$ cat src/rtl/hz_pkg.sv
package hz_pkg;
  typedef enum logic [1:0] {
    HZ_NONE     = 2'd0,
    HZ_LOAD_USE = 2'd1,
    HZ_BR_EX    = 2'd2,
    HZ_BR_MEM   = 2'd3
  } hz_cause_t;
endpackage

$ cat src/rtl/hz_src_match.sv
module hz_src_match #(
  parameter int AW = 5
) (
  input  logic [AW-1:0] src,
  input  logic          use_src,
  input  logic [AW-1:0] dst,
  input  logic          dst_live,
  output logic          hit
);
  // A producer only matters when it really writes a nonzero register.
  logic dst_nonzero;
  assign dst_nonzero = (dst != '0);
  assign hit = use_src && dst_live && dst_nonzero && (src == dst);
endmodule

$ cat src/rtl/hz_detect.sv
module hz_detect
  import hz_pkg::*;
#(
  parameter int AW           = 5,
  parameter int NSRC         = 2,
  parameter bit BR_IN_DECODE = 1'b1
) (
  input  logic                     dec_valid,
  input  logic [NSRC-1:0][AW-1:0]  src,
  input  logic [NSRC-1:0]          use_src,
  input  logic                     dec_branch,
  input  logic [AW-1:0]            ex_rd,
  input  logic                     ex_regwr,
  input  logic                     ex_load,
  input  logic [AW-1:0]            mem_rd,
  input  logic                     mem_regwr,
  input  logic                     mem_load,
  output logic                     stall,
  output hz_cause_t                cause
);
  logic [NSRC-1:0] hit_ex;
  logic [NSRC-1:0] hit_mem_ld;
  logic            mem_ld_live;

  assign mem_ld_live = mem_regwr && mem_load;

  for (genvar g = 0; g < NSRC; g++) begin : g_src
    hz_src_match #(.AW(AW)) u_ex (
      .src(src[g]), .use_src(use_src[g]),
      .dst(ex_rd), .dst_live(ex_regwr), .hit(hit_ex[g])
    );
    hz_src_match #(.AW(AW)) u_mem (
      .src(src[g]), .use_src(use_src[g]),
      .dst(mem_rd), .dst_live(mem_ld_live), .hit(hit_mem_ld[g])
    );
  end

  logic load_use;
  logic br_ex;
  logic br_mem;

  // Load in Execute: its data appears only at the end of Memory.
  assign load_use = dec_valid && ex_load && (|hit_ex);

  if (BR_IN_DECODE) begin : g_br_dec
    // Early comparison needs any Execute result and a Memory load result.
    assign br_ex  = dec_valid && dec_branch && (|hit_ex);
    assign br_mem = dec_valid && dec_branch && (|hit_mem_ld);
  end else begin : g_br_late
    assign br_ex  = 1'b0;
    assign br_mem = 1'b0;
  end

  always_comb begin
    if (load_use)    cause = HZ_LOAD_USE;
    else if (br_ex)  cause = HZ_BR_EX;
    else if (br_mem) cause = HZ_BR_MEM;
    else             cause = HZ_NONE;
  end

  assign stall = (cause != HZ_NONE);
endmodule

$ cat src/rtl/hz_ctrl_pipe.sv
module hz_ctrl_pipe #(
  parameter int AW = 5
) (
  input  logic          clk,
  input  logic          rst,
  input  logic          bubble,
  input  logic          dec_valid,
  input  logic [AW-1:0] dec_rd,
  input  logic          dec_regwr,
  input  logic          dec_load,
  input  logic          dec_memwr,
  output logic          ex_valid,
  output logic [AW-1:0] ex_rd,
  output logic          ex_regwr,
  output logic          ex_load,
  output logic          ex_memwr,
  output logic          mem_valid,
  output logic [AW-1:0] mem_rd,
  output logic          mem_regwr,
  output logic          mem_load,
  output logic          mem_memwr
);
  logic take;
  assign take = dec_valid && !bubble;

  always_ff @(posedge clk) begin
    if (rst) begin
      ex_valid  <= 1'b0;
      ex_rd     <= '0;
      ex_regwr  <= 1'b0;
      ex_load   <= 1'b0;
      ex_memwr  <= 1'b0;
      mem_valid <= 1'b0;
      mem_rd    <= '0;
      mem_regwr <= 1'b0;
      mem_load  <= 1'b0;
      mem_memwr <= 1'b0;
    end else begin
      mem_valid <= ex_valid;
      mem_rd    <= ex_rd;
      mem_regwr <= ex_regwr;
      mem_load  <= ex_load;
      mem_memwr <= ex_memwr;
      ex_valid  <= take;
      ex_rd     <= take ? dec_rd    : '0;
      ex_regwr  <= take ? dec_regwr : 1'b0;
      ex_load   <= take ? dec_load  : 1'b0;
      ex_memwr  <= take ? dec_memwr : 1'b0;
    end
  end

  a_r3_bubble_empty: assert property (@(posedge clk) disable iff (rst)
    bubble |=> (!ex_valid && !ex_regwr && !ex_load && !ex_memwr && ex_rd == '0));

  a_r7_mem_follows: assert property (@(posedge clk) disable iff (rst)
    1'b1 |=> (mem_valid == $past(ex_valid) && mem_rd == $past(ex_rd)
              && mem_regwr == $past(ex_regwr) && mem_load == $past(ex_load)));

  a_r1_reset_clear: assert property (@(posedge clk)
    rst |=> (!ex_valid && !mem_valid && !ex_regwr && !mem_regwr));
endmodule

$ cat src/rtl/hz_interlock.sv
module hz_interlock
  import hz_pkg::*;
#(
  parameter int AW           = 5,
  parameter bit BR_IN_DECODE = 1'b1
) (
  input  logic          clk,
  input  logic          rst,
  input  logic          dec_valid,
  input  logic [AW-1:0] dec_rs,
  input  logic [AW-1:0] dec_rt,
  input  logic          dec_use_rs,
  input  logic          dec_use_rt,
  input  logic          dec_branch,
  input  logic [AW-1:0] dec_rd,
  input  logic          dec_regwr,
  input  logic          dec_load,
  input  logic          dec_memwr,
  output logic          stall,
  output logic          pc_we,
  output logic          ifid_we,
  output logic          ex_valid,
  output logic [AW-1:0] ex_rd,
  output logic          ex_regwr,
  output logic          ex_load,
  output logic          ex_memwr,
  output logic          mem_valid,
  output logic [AW-1:0] mem_rd,
  output logic          mem_regwr,
  output logic          mem_load,
  output logic          mem_memwr
);
  localparam int NSRC = 2;

  logic [NSRC-1:0][AW-1:0] srcs;
  logic [NSRC-1:0]         uses;
  hz_cause_t               cause;

  assign srcs = {dec_rt, dec_rs};
  assign uses = {dec_use_rt, dec_use_rs};

  hz_detect #(.AW(AW), .NSRC(NSRC), .BR_IN_DECODE(BR_IN_DECODE)) u_det (
    .dec_valid(dec_valid), .src(srcs), .use_src(uses), .dec_branch(dec_branch),
    .ex_rd(ex_rd), .ex_regwr(ex_regwr), .ex_load(ex_load),
    .mem_rd(mem_rd), .mem_regwr(mem_regwr), .mem_load(mem_load),
    .stall(stall), .cause(cause)
  );

  // Freeze fetch while the Decode instruction is held.
  assign pc_we   = !stall;
  assign ifid_we = !stall;

  hz_ctrl_pipe #(.AW(AW)) u_pipe (
    .clk(clk), .rst(rst), .bubble(stall),
    .dec_valid(dec_valid), .dec_rd(dec_rd), .dec_regwr(dec_regwr),
    .dec_load(dec_load), .dec_memwr(dec_memwr),
    .ex_valid(ex_valid), .ex_rd(ex_rd), .ex_regwr(ex_regwr),
    .ex_load(ex_load), .ex_memwr(ex_memwr),
    .mem_valid(mem_valid), .mem_rd(mem_rd), .mem_regwr(mem_regwr),
    .mem_load(mem_load), .mem_memwr(mem_memwr)
  );

  a_r2_load_use: assert property (@(posedge clk) disable iff (rst)
    (dec_valid && ex_load && ex_regwr && ex_rd != '0
     && ((dec_use_rs && dec_rs == ex_rd) || (dec_use_rt && dec_rt == ex_rd)))
    |-> stall);

  a_r5_branch_ex: assert property (@(posedge clk) disable iff (rst)
    (BR_IN_DECODE && dec_valid && dec_branch && ex_regwr && ex_rd != '0
     && ((dec_use_rs && dec_rs == ex_rd) || (dec_use_rt && dec_rt == ex_rd)))
    |-> stall);

  a_r6_mem_alu_quiet: assert property (@(posedge clk) disable iff (rst)
    (!mem_load && !ex_regwr) |-> !stall);

  a_r9_idle_no_stall: assert property (@(posedge clk) disable iff (rst)
    !dec_valid |-> !stall);

  a_r4_zero_src_quiet: assert property (@(posedge clk) disable iff (rst)
    ((!dec_use_rs || dec_rs == '0) && (!dec_use_rt || dec_rt == '0)) |-> !stall);

  a_r10_fetch_frozen: assert property (@(posedge clk) disable iff (rst)
    stall |-> (!pc_we && !ifid_we && $onehot0({pc_we, stall})));
endmodule

$ cat config.mk
export PLATFORM = sky130hd
export DESIGN_NAME = hz_interlock
export DESIGN_NICKNAME = d
export VERILOG_FILES = /design/src/rtl/hz_pkg.sv /design/src/rtl/hz_src_match.sv /design/src/rtl/hz_detect.sv /design/src/rtl/hz_ctrl_pipe.sv /design/src/rtl/hz_interlock.sv
export SDC_FILE = /design/constraint.sdc
export NUM_CORES = 1
export LEC_CHECK = 0
export BUFFER_PORTS_ARGS = -buffer_cell sky130_fd_sc_hd__buf_2
export CORE_MARGIN = 2
export CORE_UTILIZATION = 32
export CTS_CLUSTER_DIAMETER = 60
export CTS_CLUSTER_SIZE = 10
export DETAILED_ROUTE_END_ITERATION = 8
export GPL_TIMING_DRIVEN = 0
export PLACE_DENSITY_LB_ADDON = 0.1
export SYNTH_ARGS = -nofsm -noshare
export SYNTH_HDL_FRONTEND = slang
export SYNTH_SLANG_ARGS = --single-unit
$ cat constraint.sdc
create_clock -name clk -period 3.13 [get_ports clk]
set_input_delay 0.1565 -clock clk [delete_from_list [all_inputs] [get_ports clk]]
set_output_delay 0.1565 -clock clk [all_outputs]
set_load 0.05 [all_outputs]
==> flow_summary.ini <==
[timing]
fin_skew_ns = 0.00496
drv_slew = 0
tns_ns = 0
max_freq_mhz = 455
tightest_slew_ns = 0.516
grt_setup_unrepaired = no
slew-limit-headroom = 0.656
finalSetupViolations = 0
layout_min_cycle_time_ns = 2.20
timing.final.crit_share = 0.703
worst_slack_ns = 0.930
hold_viol = 0

[cells_and_area]
fin_nets = 150
drive_above_1_share = 0.424
layout_common_cells = buf_2 (44), xnor2_1 (20), dfxtp_1 (18)
final_common_cell = buf_2
diodes = 0
syn_to_final_growth_pct = 37.0
design_area_um2 = 1080
multi_input_area_um2 = 404
regArea_um2 = 360
fillers = 236

[floorplan]
die_w_um = 53.6
top_level_ports = 45
core.rowCount = 17
chipHeight_um = 53.6
die_area_um2 = 2870
initial_core_util = 0.346
core_region_area_um2 = 2280

[worst_setup_path]
end_kind = output port
rr_endpoint = u_pipe.ex_rd[2]
rrSetupSlack_ns = 1.52
cp-endpoint = pc_we
criticalPathCategory = reg2out
path_max_fanout = 11
r2r_cells = 5
cp.arrival_ns = 2.04
critical_path_required_ns = 2.97
setup.worst_path.start = u_pipe.mem_rd[1]
rr_startpoint = u_pipe.mem_rd[1]
start_kind = register

[clock_tree]
root_buffer = clkbuf_4
ctsHoldBuffers = 0
cts_tree = done
clk_latency_ns = 0.29
cts_setup_buffers = 0
cts_max_level = 1
cts_resized = 0
cts_sinks = 18
path_clk_slew_ns = 0.10
cts_buffers = 3
cts_buffer_depth = 2

[grt]
grt_pass1_vias = 615
grt_max_degree = 12
overflow = 0
grt.total_usage = 0.140
antenna_found_initial = 0
grt_pass1_wl_um = 2790

[synthesis]
yosysUniqueCellTypes = 19
seq_area_frac_synth = 0.458
ys_seq_elements = 18
yosys_warnings = 0
syn_nets = 101
avgSynthCellArea_um2 = 10.2
syn_inst = 77
synth_area_um2 = 787

[run_status]
status = finished clean

[routing]
first_iter_violations = 3
drcViolationCount = 0
vias_per_cell = 4.59
antenna_left = 0
drt-total-wl_um = 1860
wire_per_inst_um = 12.2
firstDrtPassIters = 2
via_count = 702

[hold_path]
min_path_cells = 2
hp-class = in2reg

[power]
power.total_uw = 474
leakage_uw = 0.000509
max-vdd-ir-drop_uv = 243
power.density_nw_per_um2 = 440

[placement]
numPortBuffers = 44
pre_cts_ws_ns = 1.24
gp_congestion = 0.690
dp_hpwl_um = 1490
post_dp_cell_area_um2 = 1040

[job]
maxCapViolations = 0
==> Yosys cell counts, drive strengths merged <==
library cell	n	area [µm²]
o311a	1	10.0
nand3	2	10.0
xnor2	20	175
a21oi	1	5.00
inv	1	3.75
and2	1	7.51
nor3	1	5.00
o21ai	1	5.00
nand4	6	37.5
nor2	1	3.75
o22ai	2	12.5
or3	1	6.26
nor2b	10	62.6
buf	2	18.8
and3	8	51.3
dfxtp	18	360
a22oi	1	12.5
==> cell type report <==
class / count / area share
Buffer: 2 / 0.0174
Clock buffer: 4 / 0.0336
Inverter: 1 / 0.00348
Multi-Input combinational cell: 56 / 0.375
Sequential cell: 18 / 0.334
Tap cell: 28 / 0.0325
Timing Repair Buffer: 44 / 0.204
==> sequential cells by signal (all words and copies together) (netlist names) <==
signal,count
u_pipe.ex_memwr,1
u_pipe.mem_load,1
u_pipe.ex_rd,5
u_pipe.mem_valid,1
u_pipe.mem_memwr,1
u_pipe.ex_regwr,1
u_pipe.ex_valid,1
u_pipe.mem_regwr,1
u_pipe.mem_rd,5
u_pipe.ex_load,1
==> routing by layer <==
| metal | global-route usage | routed length [µm] |
|---|---|---|
| met2 | 0.218 | 801 |
| met5 | 0 | 0 |
| met3 | 0.0167 | 155 |
| met4 | 0.0769 | 10 |
| met1 | 0.189 | 892 |
==> worst min path at each step <==
| stage | startpoint | to |
|---|---|---|
| 2_1_floorplan | rst | u_pipe.mem_load |
| 3_3_place_gp | dec_load | u_pipe.ex_load |
| 3_5_place_dp | dec_rd[1] | u_pipe.ex_rd[1] |
| 4_1_cts | dec_rd[1] | u_pipe.ex_rd[1] |
| 5_1_grt | dec_load | u_pipe.ex_load |
| 6_report | dec_rd[1] | u_pipe.ex_rd[1] |
==> cells by family after synthesis <==
kind of cell              Yosys count  share of synthesized area
AOI/OAI and AO/OA                   6                     0.0572
xor gates and xnor gates           20                      0.223
buffers and inverters               3                     0.0286
DFF                                18                      0.458
and+or+nand+nor                    30                      0.234
==> worst max-delay path, cell delays in order (launching register included) <==
cell     delay (ns)
dfxtp_1        0.36
or3_1          0.37
o311a_1        0.30
a22oi_2        0.22
buf_6          0.16
buf_4          0.10
buf_2          0.24
==> power breakdown <==
group / total [µW] / internal, µW / switching, µW
sequential: 246 / 237 / 8.80
combinational: 88.8 / 36.3 / 52.5
clock: 139 / 70.8 / 68.6
total: 474 / 344 / 130
==> through the flow <==
step | util | cells | hold WS [ns]
floorplan | - | 77 | 0.228
global placement | 0.458 | 149 | 0.380
detailed placement | 0.458 | 149 | 0.383
CTS | 0.474 | 153 | 0.0725
global route | 0.474 | 153 | 0.0750
finish | 0.474 | 153 | 0.0812
(Power assumes the default switching activity.)
